**src/rtl/tlb_pkg.sv**
```systemverilog
package tlb_pkg;
    localparam int PERM_W = 6;

    typedef enum logic [1:0] {
        ACC_READ  = 2'd0,
        ACC_WRITE = 2'd1,
        ACC_FETCH = 2'd2,
        ACC_NONE  = 2'd3
    } acc_kind_e;
endpackage

```
**src/rtl/tlb_perm_mask.sv**
```systemverilog
module tlb_perm_mask
    import tlb_pkg::*;
(
    input  logic [1:0]        kind,
    input  logic              super_mode,
    output logic [PERM_W-1:0] mask
);
    logic [2:0] base_d;

    always_comb begin
        unique case (acc_kind_e'(kind))
            ACC_READ:  base_d = 3'b001;
            ACC_WRITE: base_d = 3'b010;
            ACC_FETCH: base_d = 3'b100;
            default:   base_d = 3'b000;
        endcase
        mask = super_mode ? {base_d, 3'b000} : {3'b000, base_d};
    end
endmodule

```
**src/rtl/tlb_entry_array.sv**
```systemverilog
module tlb_entry_array
    import tlb_pkg::*;
#(
    parameter int ENTRIES = 16,
    parameter int VPN_W   = 20,
    parameter int PFN_W   = 20
) (
    input  logic              clk,
    input  logic              rst_n,
    input  logic [VPN_W-1:0]  lk_vpn,
    input  logic              add_valid,
    input  logic [VPN_W-1:0]  add_vpn,
    input  logic [PFN_W-1:0]  add_pfn,
    input  logic [PERM_W-1:0] add_flags,
    input  logic              rm_valid,
    input  logic [VPN_W-1:0]  rm_vpn,
    output logic              lk_hit,
    output logic [PFN_W-1:0]  lk_pfn,
    output logic [PERM_W-1:0] lk_flags
);
    localparam int IDX_W = (ENTRIES > 1) ? $clog2(ENTRIES) : 1;
    localparam logic [IDX_W-1:0] LAST_IDX = IDX_W'(ENTRIES - 1);

    typedef struct packed {
        logic [ENTRIES-1:0]                valid;
        logic [ENTRIES-1:0][VPN_W-1:0]     vpn;
        logic [ENTRIES-1:0][PFN_W-1:0]     pfn;
        logic [ENTRIES-1:0][PERM_W-1:0]    flags;
        logic [IDX_W-1:0]                  rr;
    } tbl_state_t;

    tbl_state_t st_d, st_q;

    logic [ENTRIES-1:0] lk_match, add_match, rm_match;

    for (genvar g = 0; g < ENTRIES; g++) begin : g_cmp
        assign lk_match[g]  = st_q.valid[g] && (st_q.vpn[g] == lk_vpn);
        assign add_match[g] = st_q.valid[g] && (st_q.vpn[g] == add_vpn);
        assign rm_match[g]  = st_q.valid[g] && (st_q.vpn[g] == rm_vpn);
    end

    // read-out of the matching slot (at most one matches)
    always_comb begin
        lk_pfn   = '0;
        lk_flags = '0;
        for (int i = 0; i < ENTRIES; i++) begin
            if (lk_match[i]) begin
                lk_pfn   = lk_pfn | st_q.pfn[i];
                lk_flags = lk_flags | st_q.flags[i];
            end
        end
        lk_hit = |lk_match;
    end

    logic [IDX_W-1:0] hit_idx_d, free_idx_d, tgt_idx_d;
    logic             free_any_d;

    always_comb begin
        hit_idx_d  = '0;
        free_idx_d = '0;
        free_any_d = ~&st_q.valid;
        for (int i = ENTRIES - 1; i >= 0; i--) begin
            if (add_match[i])    hit_idx_d  = IDX_W'(i);
            if (!st_q.valid[i])  free_idx_d = IDX_W'(i);
        end

        st_d = st_q;
        tgt_idx_d = st_q.rr;

        for (int i = 0; i < ENTRIES; i++) begin
            if (rm_valid && rm_match[i]) st_d.valid[i] = 1'b0;
        end

        if (add_valid) begin
            if (|add_match) begin
                tgt_idx_d = hit_idx_d;
            end else if (free_any_d) begin
                tgt_idx_d = free_idx_d;
            end else begin
                tgt_idx_d = st_q.rr;
                st_d.rr   = (st_q.rr == LAST_IDX) ? '0 : st_q.rr + 1'b1;
            end
            st_d.valid[tgt_idx_d] = 1'b1;
            st_d.vpn[tgt_idx_d]   = add_vpn;
            st_d.pfn[tgt_idx_d]   = add_pfn;
            st_d.flags[tgt_idx_d] = add_flags;
        end
    end

    always_ff @(posedge clk) begin
        if (!rst_n) st_q <= '0;
        else        st_q <= st_d;
    end

    AST_UNIQUE_PAGE: assert property (@(posedge clk) disable iff (!rst_n)
        $onehot0(lk_match)) else $error("duplicate page in table");

    AST_ADD_LANDS: assert property (@(posedge clk) disable iff (!rst_n)
        add_valid |=> (st_q.valid & ~({ENTRIES{1'b0}})) != '0) else $error("install lost");

    AST_RM_ALONE_CLEARS: assert property (@(posedge clk) disable iff (!rst_n)
        (rm_valid && !add_valid && (|rm_match)) |=> $countones(st_q.valid) == $countones($past(st_q.valid)) - 1)
        else $error("remove did not free a slot");

    AST_RM_MISS_KEEPS: assert property (@(posedge clk) disable iff (!rst_n)
        (rm_valid && !add_valid && !(|rm_match)) |=> $stable(st_q.valid)) else $error("remove of absent page changed table");
endmodule

```
**src/rtl/tlb_xlate_unit.sv**
```systemverilog
module tlb_xlate_unit
    import tlb_pkg::*;
#(
    parameter int ADDR_W     = 32,
    parameter int PAGE_BYTES = 4096,
    parameter int ENTRIES    = 16,
    localparam int OFFS_W    = $clog2(PAGE_BYTES),
    localparam int PN_W      = ADDR_W - OFFS_W
) (
    input  logic              clk,
    input  logic              rst_n,
    input  logic              bypass_en,
    input  logic              req_valid,
    input  logic [ADDR_W-1:0] req_vaddr,
    input  logic [1:0]        req_kind,
    input  logic              req_super,
    input  logic              add_valid,
    input  logic [PN_W-1:0]   add_vpn,
    input  logic [PN_W-1:0]   add_pfn,
    input  logic [PERM_W-1:0] add_flags,
    input  logic              rm_valid,
    input  logic [PN_W-1:0]   rm_vpn,
    output logic              rsp_valid,
    output logic [ADDR_W-1:0] rsp_paddr,
    output logic              rsp_fault,
    output logic              rsp_absent,
    output logic [ADDR_W-1:0] rsp_fault_vaddr
);
    typedef struct packed {
        logic              valid;
        logic [ADDR_W-1:0] paddr;
        logic              fault;
        logic              absent;
        logic [ADDR_W-1:0] fva;
    } rsp_t;

    rsp_t rsp_d, rsp_q;

    logic [PERM_W-1:0] need_mask;
    logic              lk_hit;
    logic [PN_W-1:0]   lk_pfn;
    logic [PERM_W-1:0] lk_flags;
    logic              granted;

    tlb_perm_mask i_mask (
        .kind       (req_kind),
        .super_mode (req_super),
        .mask       (need_mask)
    );

    tlb_entry_array #(
        .ENTRIES (ENTRIES),
        .VPN_W   (PN_W),
        .PFN_W   (PN_W)
    ) i_table (
        .clk       (clk),
        .rst_n     (rst_n),
        .lk_vpn    (req_vaddr[ADDR_W-1:OFFS_W]),
        .add_valid (add_valid),
        .add_vpn   (add_vpn),
        .add_pfn   (add_pfn),
        .add_flags (add_flags),
        .rm_valid  (rm_valid),
        .rm_vpn    (rm_vpn),
        .lk_hit    (lk_hit),
        .lk_pfn    (lk_pfn),
        .lk_flags  (lk_flags)
    );

    assign granted = |(lk_flags & need_mask);

    always_comb begin
        rsp_d       = '0;
        rsp_d.valid = req_valid;
        if (req_valid) begin
            if (bypass_en) begin
                rsp_d.paddr = req_vaddr;
            end else if (lk_hit && granted) begin
                rsp_d.paddr = {lk_pfn, req_vaddr[OFFS_W-1:0]};
            end else begin
                rsp_d.fault  = 1'b1;
                rsp_d.absent = !lk_hit;
                rsp_d.fva    = req_vaddr;
            end
        end
    end

    always_ff @(posedge clk) begin
        if (!rst_n) rsp_q <= '0;
        else        rsp_q <= rsp_d;
    end

    assign rsp_valid       = rsp_q.valid;
    assign rsp_paddr       = rsp_q.paddr;
    assign rsp_fault       = rsp_q.fault;
    assign rsp_absent      = rsp_q.absent;
    assign rsp_fault_vaddr = rsp_q.fva;

    AST_RSP_ONE_CYCLE: assert property (@(posedge clk) disable iff (!rst_n)
        req_valid |=> rsp_valid) else $error("missing response");

    AST_NO_SPURIOUS_RSP: assert property (@(posedge clk) disable iff (!rst_n)
        !req_valid |=> !rsp_valid) else $error("unrequested response");

    AST_BYPASS_PASS: assert property (@(posedge clk) disable iff (!rst_n)
        (req_valid && bypass_en) |=> (!rsp_fault && rsp_paddr == $past(req_vaddr))) else $error("bypass altered address");

    AST_GRANT_NO_FAULT: assert property (@(posedge clk) disable iff (!rst_n)
        (req_valid && !bypass_en && lk_hit && granted) |=> !rsp_fault) else $error("permitted access faulted");

    AST_REFUSE_FAULT: assert property (@(posedge clk) disable iff (!rst_n)
        (req_valid && !bypass_en && lk_hit && !granted) |=> (rsp_fault && !rsp_absent)) else $error("refusal misreported");

    AST_ABSENT_IS_FAULT: assert property (@(posedge clk) disable iff (!rst_n)
        rsp_absent |-> (rsp_fault && rsp_valid)) else $error("absent without fault");
endmodule

```
**config.mk**
```make
export PLATFORM = sky130hd
export DESIGN_NAME = tlb_xlate_unit
export DESIGN_NICKNAME = d
export VERILOG_FILES = /design/src/rtl/tlb_pkg.sv /design/src/rtl/tlb_perm_mask.sv /design/src/rtl/tlb_entry_array.sv /design/src/rtl/tlb_xlate_unit.sv
export SDC_FILE = /design/constraint.sdc
export NUM_CORES = 2
export LEC_CHECK = 0
export ABC_CLOCK_PERIOD_IN_PS = 7000
export CORE_ASPECT_RATIO = 1.5
export CORE_MARGIN = 2
export CORE_UTILIZATION = 46
export DETAILED_ROUTE_END_ITERATION = 12
export PLACE_DENSITY_LB_ADDON = 0.3
export SETUP_SLACK_MARGIN = 0.5
export SYNTH_ARGS = -nofsm -noshare
export SYNTH_HDL_FRONTEND = slang
export SYNTH_SLANG_ARGS = --single-unit
```
**constraint.sdc**
```tcl
create_clock -name clk -period 7 [get_ports clk]
set_input_delay 1.75 -clock clk [delete_from_list [all_inputs] [get_ports clk]]
set_output_delay 1.75 -clock clk [all_outputs]
set_load 0.01 [all_outputs]
```
==> results.md <==
- The run finished with clean final reports.
- Timing analysis after detailed placement gives a worst setup slack of 0.649 ns.
- The kind of end point of the critical path is a register.
- The cell family contributing the most delay on the critical path is buffers and inverters.
- Max-cap violations in this run came to 0.
- The share of layout cells above drive strength 1 is 0.0795.
- During synthesis, Yosys emitted a total of 0 warnings.
- The critical path launch point type is a primary input.
- The final worst hold slack is 0.456 ns.
- The maximum ir drop on the vdd rail is 0.185 mV.
- For the pin with the worst max-slew slack, the measured transition is 1.26 ns.
- The final layout contains routed wiring with a total length of 173,000 µm.
- The number of global-route vias before repair is 35,687.
- In the post-route analysis, the smallest setup slack over all paths is 1.19 ns.
- The total cell area at the placement stage is 46,200 µm².
- The post-detailed-route count of antenna-violating nets is 0.
- The synthesized netlist occupies a cell area of 42,900 µm².
- Buffers inserted to repair hold after CTS numbered 0.
- The worst relative slew slack is 0.156.
- After synthesis, the mean cell area works out to 9.26 µm².
- Detailed placement ended at an HPWL of 109,000 µm.
- The floorplan step defined a core boundary enclosing 92,700 µm².
- For this design the ratio of total power to cell area is 215 nW/µm².
- The first-pass GRT wire length is 245,000 µm.
- In this run the horizontal extent of the chip is 253 µm.
- Leaving out fill and tap cells, the most frequent cell in the layout is dfxtp_1.
- The detailed router placed 36,433 vias in this run.
- The H-tree was split into 3 levels.
- The number of optimization iterations in the first detailed-route pass is 6.
- 174 I/O pins were placed.
- The clock root buffer master is clkbuf_16.
- The slowest library cell on the worst path is clkdlybuf4s50_1.
- The floorplan has 137 rows.
- The die covers 95,800 µm².
- Data on the critical path arrives at its endpoint at 6.41 ns.
- TritonCTS built the clock tree.
- Among all flip-flop cells after synthesis, the most frequent one is dfxtp_1.
- The clock insertion delay at the later pin of the skew report is 0.70 ns.
- The sum of buffers and inverters on the critical path is 4.
- The total of endpoints with negative setup slack in the final report is 0.
- The clock net in this run drives a total of 823 sinks.
- The synthesized netlist contains 56 unique library cells.
- The final cycle utilization of the critical path is 0.830.
- The initial detailed-routing violation count is 3,843.
- The upper clock frequency limit is 172 MHz.
- Once the clock tree was built, the setup fixing pass inserted 0 buffers.
- The largest fanout on the critical path is 38.
- Entering global routing, the biggest net connects 165 pins.
- The critical path goes through clkdlybuf4s50_1, buf_4, xnor2_1, nand3_1, nor4_1, nand4_1, nand4_1, nor2_2, o311ai_1, a21boi_2, buf_4, nor3_2, buf_4, mux2i_1.
- The max-slew violation count is 0.
- TritonCTS created 81 clock buffers.
- The count of buffers from port buffering is 173.
- For this run, the register share of the synthesized area comes to 0.384.
- The maximum root-to-sink buffer count is 3.
- The synthesized netlist cell count is 4,631.
- In the global route stage, overall resource usage came out at 0.353.
- The congestion estimate from routability-driven global placement came to 0.994.
- The class of the tightest hold or removal check is register to register.
- The number of enable-type register cells in the synthesized netlist is 0.
- The sum of overflow across all layers after global routing is 0.
- Setup repair after global routing left no endpoint under its margin.
- The post-synthesis net count is 4,739.
- The static leakage power is 20.0 nW.
- The number of antenna violations at the first check in global routing is 0.
- The clock arrives with 0.0361 ns of skew.
- The final sum of negative setup slack is 0 ns.
- The smallest clock period supported by the final layout is computed as 5.81 ns.
- The flip-flop and latch count after synthesis is 823.
- The final number of hold-violating endpoints was 0.
- The critical path is of the primary input to register type.
- The cell area after layout is 49,000 µm².
- In the layout the commonest cells are 823 x dfxtp_1, 818 x nand2_1, 737 x mux2i_1.
- In the synthesized netlist the async set-or-reset flop fraction comes to 0.
- In the final routed layout, each cell accounts on average for 28.8 µm.
- In the routed design, unresolved DRC markers number 0.
- The cell that appears most often on the critical path is buf_4.
- The final net count is 4,790.
- The stage delay of the slowest cell on the critical path is 0.86 ns.
- The post-cts resize count is 0.
- The die is 378 µm tall.
- The initial standard-cell utilization of the core is 0.463.
- At the worst endpoint, the required time is 7.60 ns.
- Dividing the detail-routed via count by the number of cells gives 6.08.
- The clock transition at the registers of the reported paths is 0.06 ns.
- Compared with the post-synthesis result, the final layout area differs by 14.2%.
[worst min-delay path: cells and delay by family (launching register included)]
family           cells  cell delay, ns
and+or+nand+nor      1            0.05
DFF                  1            0.31
muxes                1            0.05
[cells in the mapped netlist, types with 3 or more instances]
cell | count | area share
dfxtp_1 | 823 | 0.38
nand2_1 | 821 | 0.072
mux2i_1 | 737 | 0.17
xnor2_1 | 501 | 0.10
xor2_1 | 458 | 0.094
clkbuf_1 | 218 | 0.019
nand4_1 | 152 | 0.022
nor4_1 | 132 | 0.019
a22oi_1 | 123 | 0.022
nand3_1 | 102 | 0.012
buf_2 | 91 | 0.011
nor2_1 | 65 | 0.0057
inv_1 | 46 | 0.0040
buf_4 | 42 | 0.0073
o21ai_0 | 39 | 0.0046
nor3_1 | 37 | 0.0043
a221oi_1 | 33 | 0.0067
a22o_1 | 33 | 0.0067
buf_6 | 32 | 0.0084
and3_1 | 20 | 0.0029
o21a_1 | 14 | 0.0024
buf_1 | 13 | 0.0011
a21oi_1 | 9 | 0.0010
a21boi_0 | 8 | 0.0014
and2_1 | 8 | 0.0012
a222oi_1 | 6 | 0.0014
a31oi_1 | 6 | 0.00088
nor2b_1 | 6 | 0.00088
a21boi_1 | 5 | 0.00088
and4_1 | 5 | 0.0010
or3_1 | 5 | 0.00073
nand4b_1 | 4 | 0.00082
nor4_2 | 4 | 0.0012
nor3b_1 | 3 | 0.00052
[worst paths after layout]
| check | from | end | slack, ns | cells after the start |
|---|---|---|---|---|
| hold reg to reg | register | register | 0.46 | 2 |
| hold / removal | register | register | 0.46 | 2 |
| setup reg to reg | register | register | 2.79 | 12 |
| setup / recovery | add_vpn[12] | register | 1.19 | 14 |
[through the flow]
step | total power [mW] | util | instances
floorplan | 5.48 | - | 4631
global placement | 5.92 | 0.498 | 5850
detailed placement | 5.93 | 0.498 | 5850
CTS | 10.5 | 0.528 | 5993
global route | 10.7 | 0.528 | 5993
finish | 10.5 | 0.528 | 5994
[final cells by class]
cell class	count	area (µm²)
inverter	46	173
fill	8443	43800
timing repair buffer	364	3570
clock buffer	110	2330
tap	1251	1570
antenna	1	2.50
clock inverter	33	438
multi-input combinational	3366	24400
sequential	823	16500
[report_power, final]
| group | internal [mW] | switching [mW] |
|---|---|---|
| Sequential | 4.73 | 0.0449 |
| Clock | 2.64 | 2.02 |
| Combinational | 0.365 | 0.738 |
| Total | 7.73 | 2.80 |
[cells by family after synthesis]
group	Yosys count	share of synthesized area
simple gates	1378	0.147
xor+xnor	959	0.196
flops	823	0.384
mux	737	0.172
buf+inv	442	0.0506
compound gates	291	0.0506
fa+ha+maj	1	0.000292
[layer usage]
| layer | vias up | share of wire | track usage |
|---|---|---|---|
| li1 | 15814 | - | - |
| met1 | 17475 | 0.35 | 0.400 |
| met2 | 2285 | 0.44 | 0.557 |
| met3 | 859 | 0.11 | 0.0959 |
| met4 | 0 | 0.094 | 0.281 |
| met5 | - | 0 | 0 |
Power figures use the tool's default switching activity.
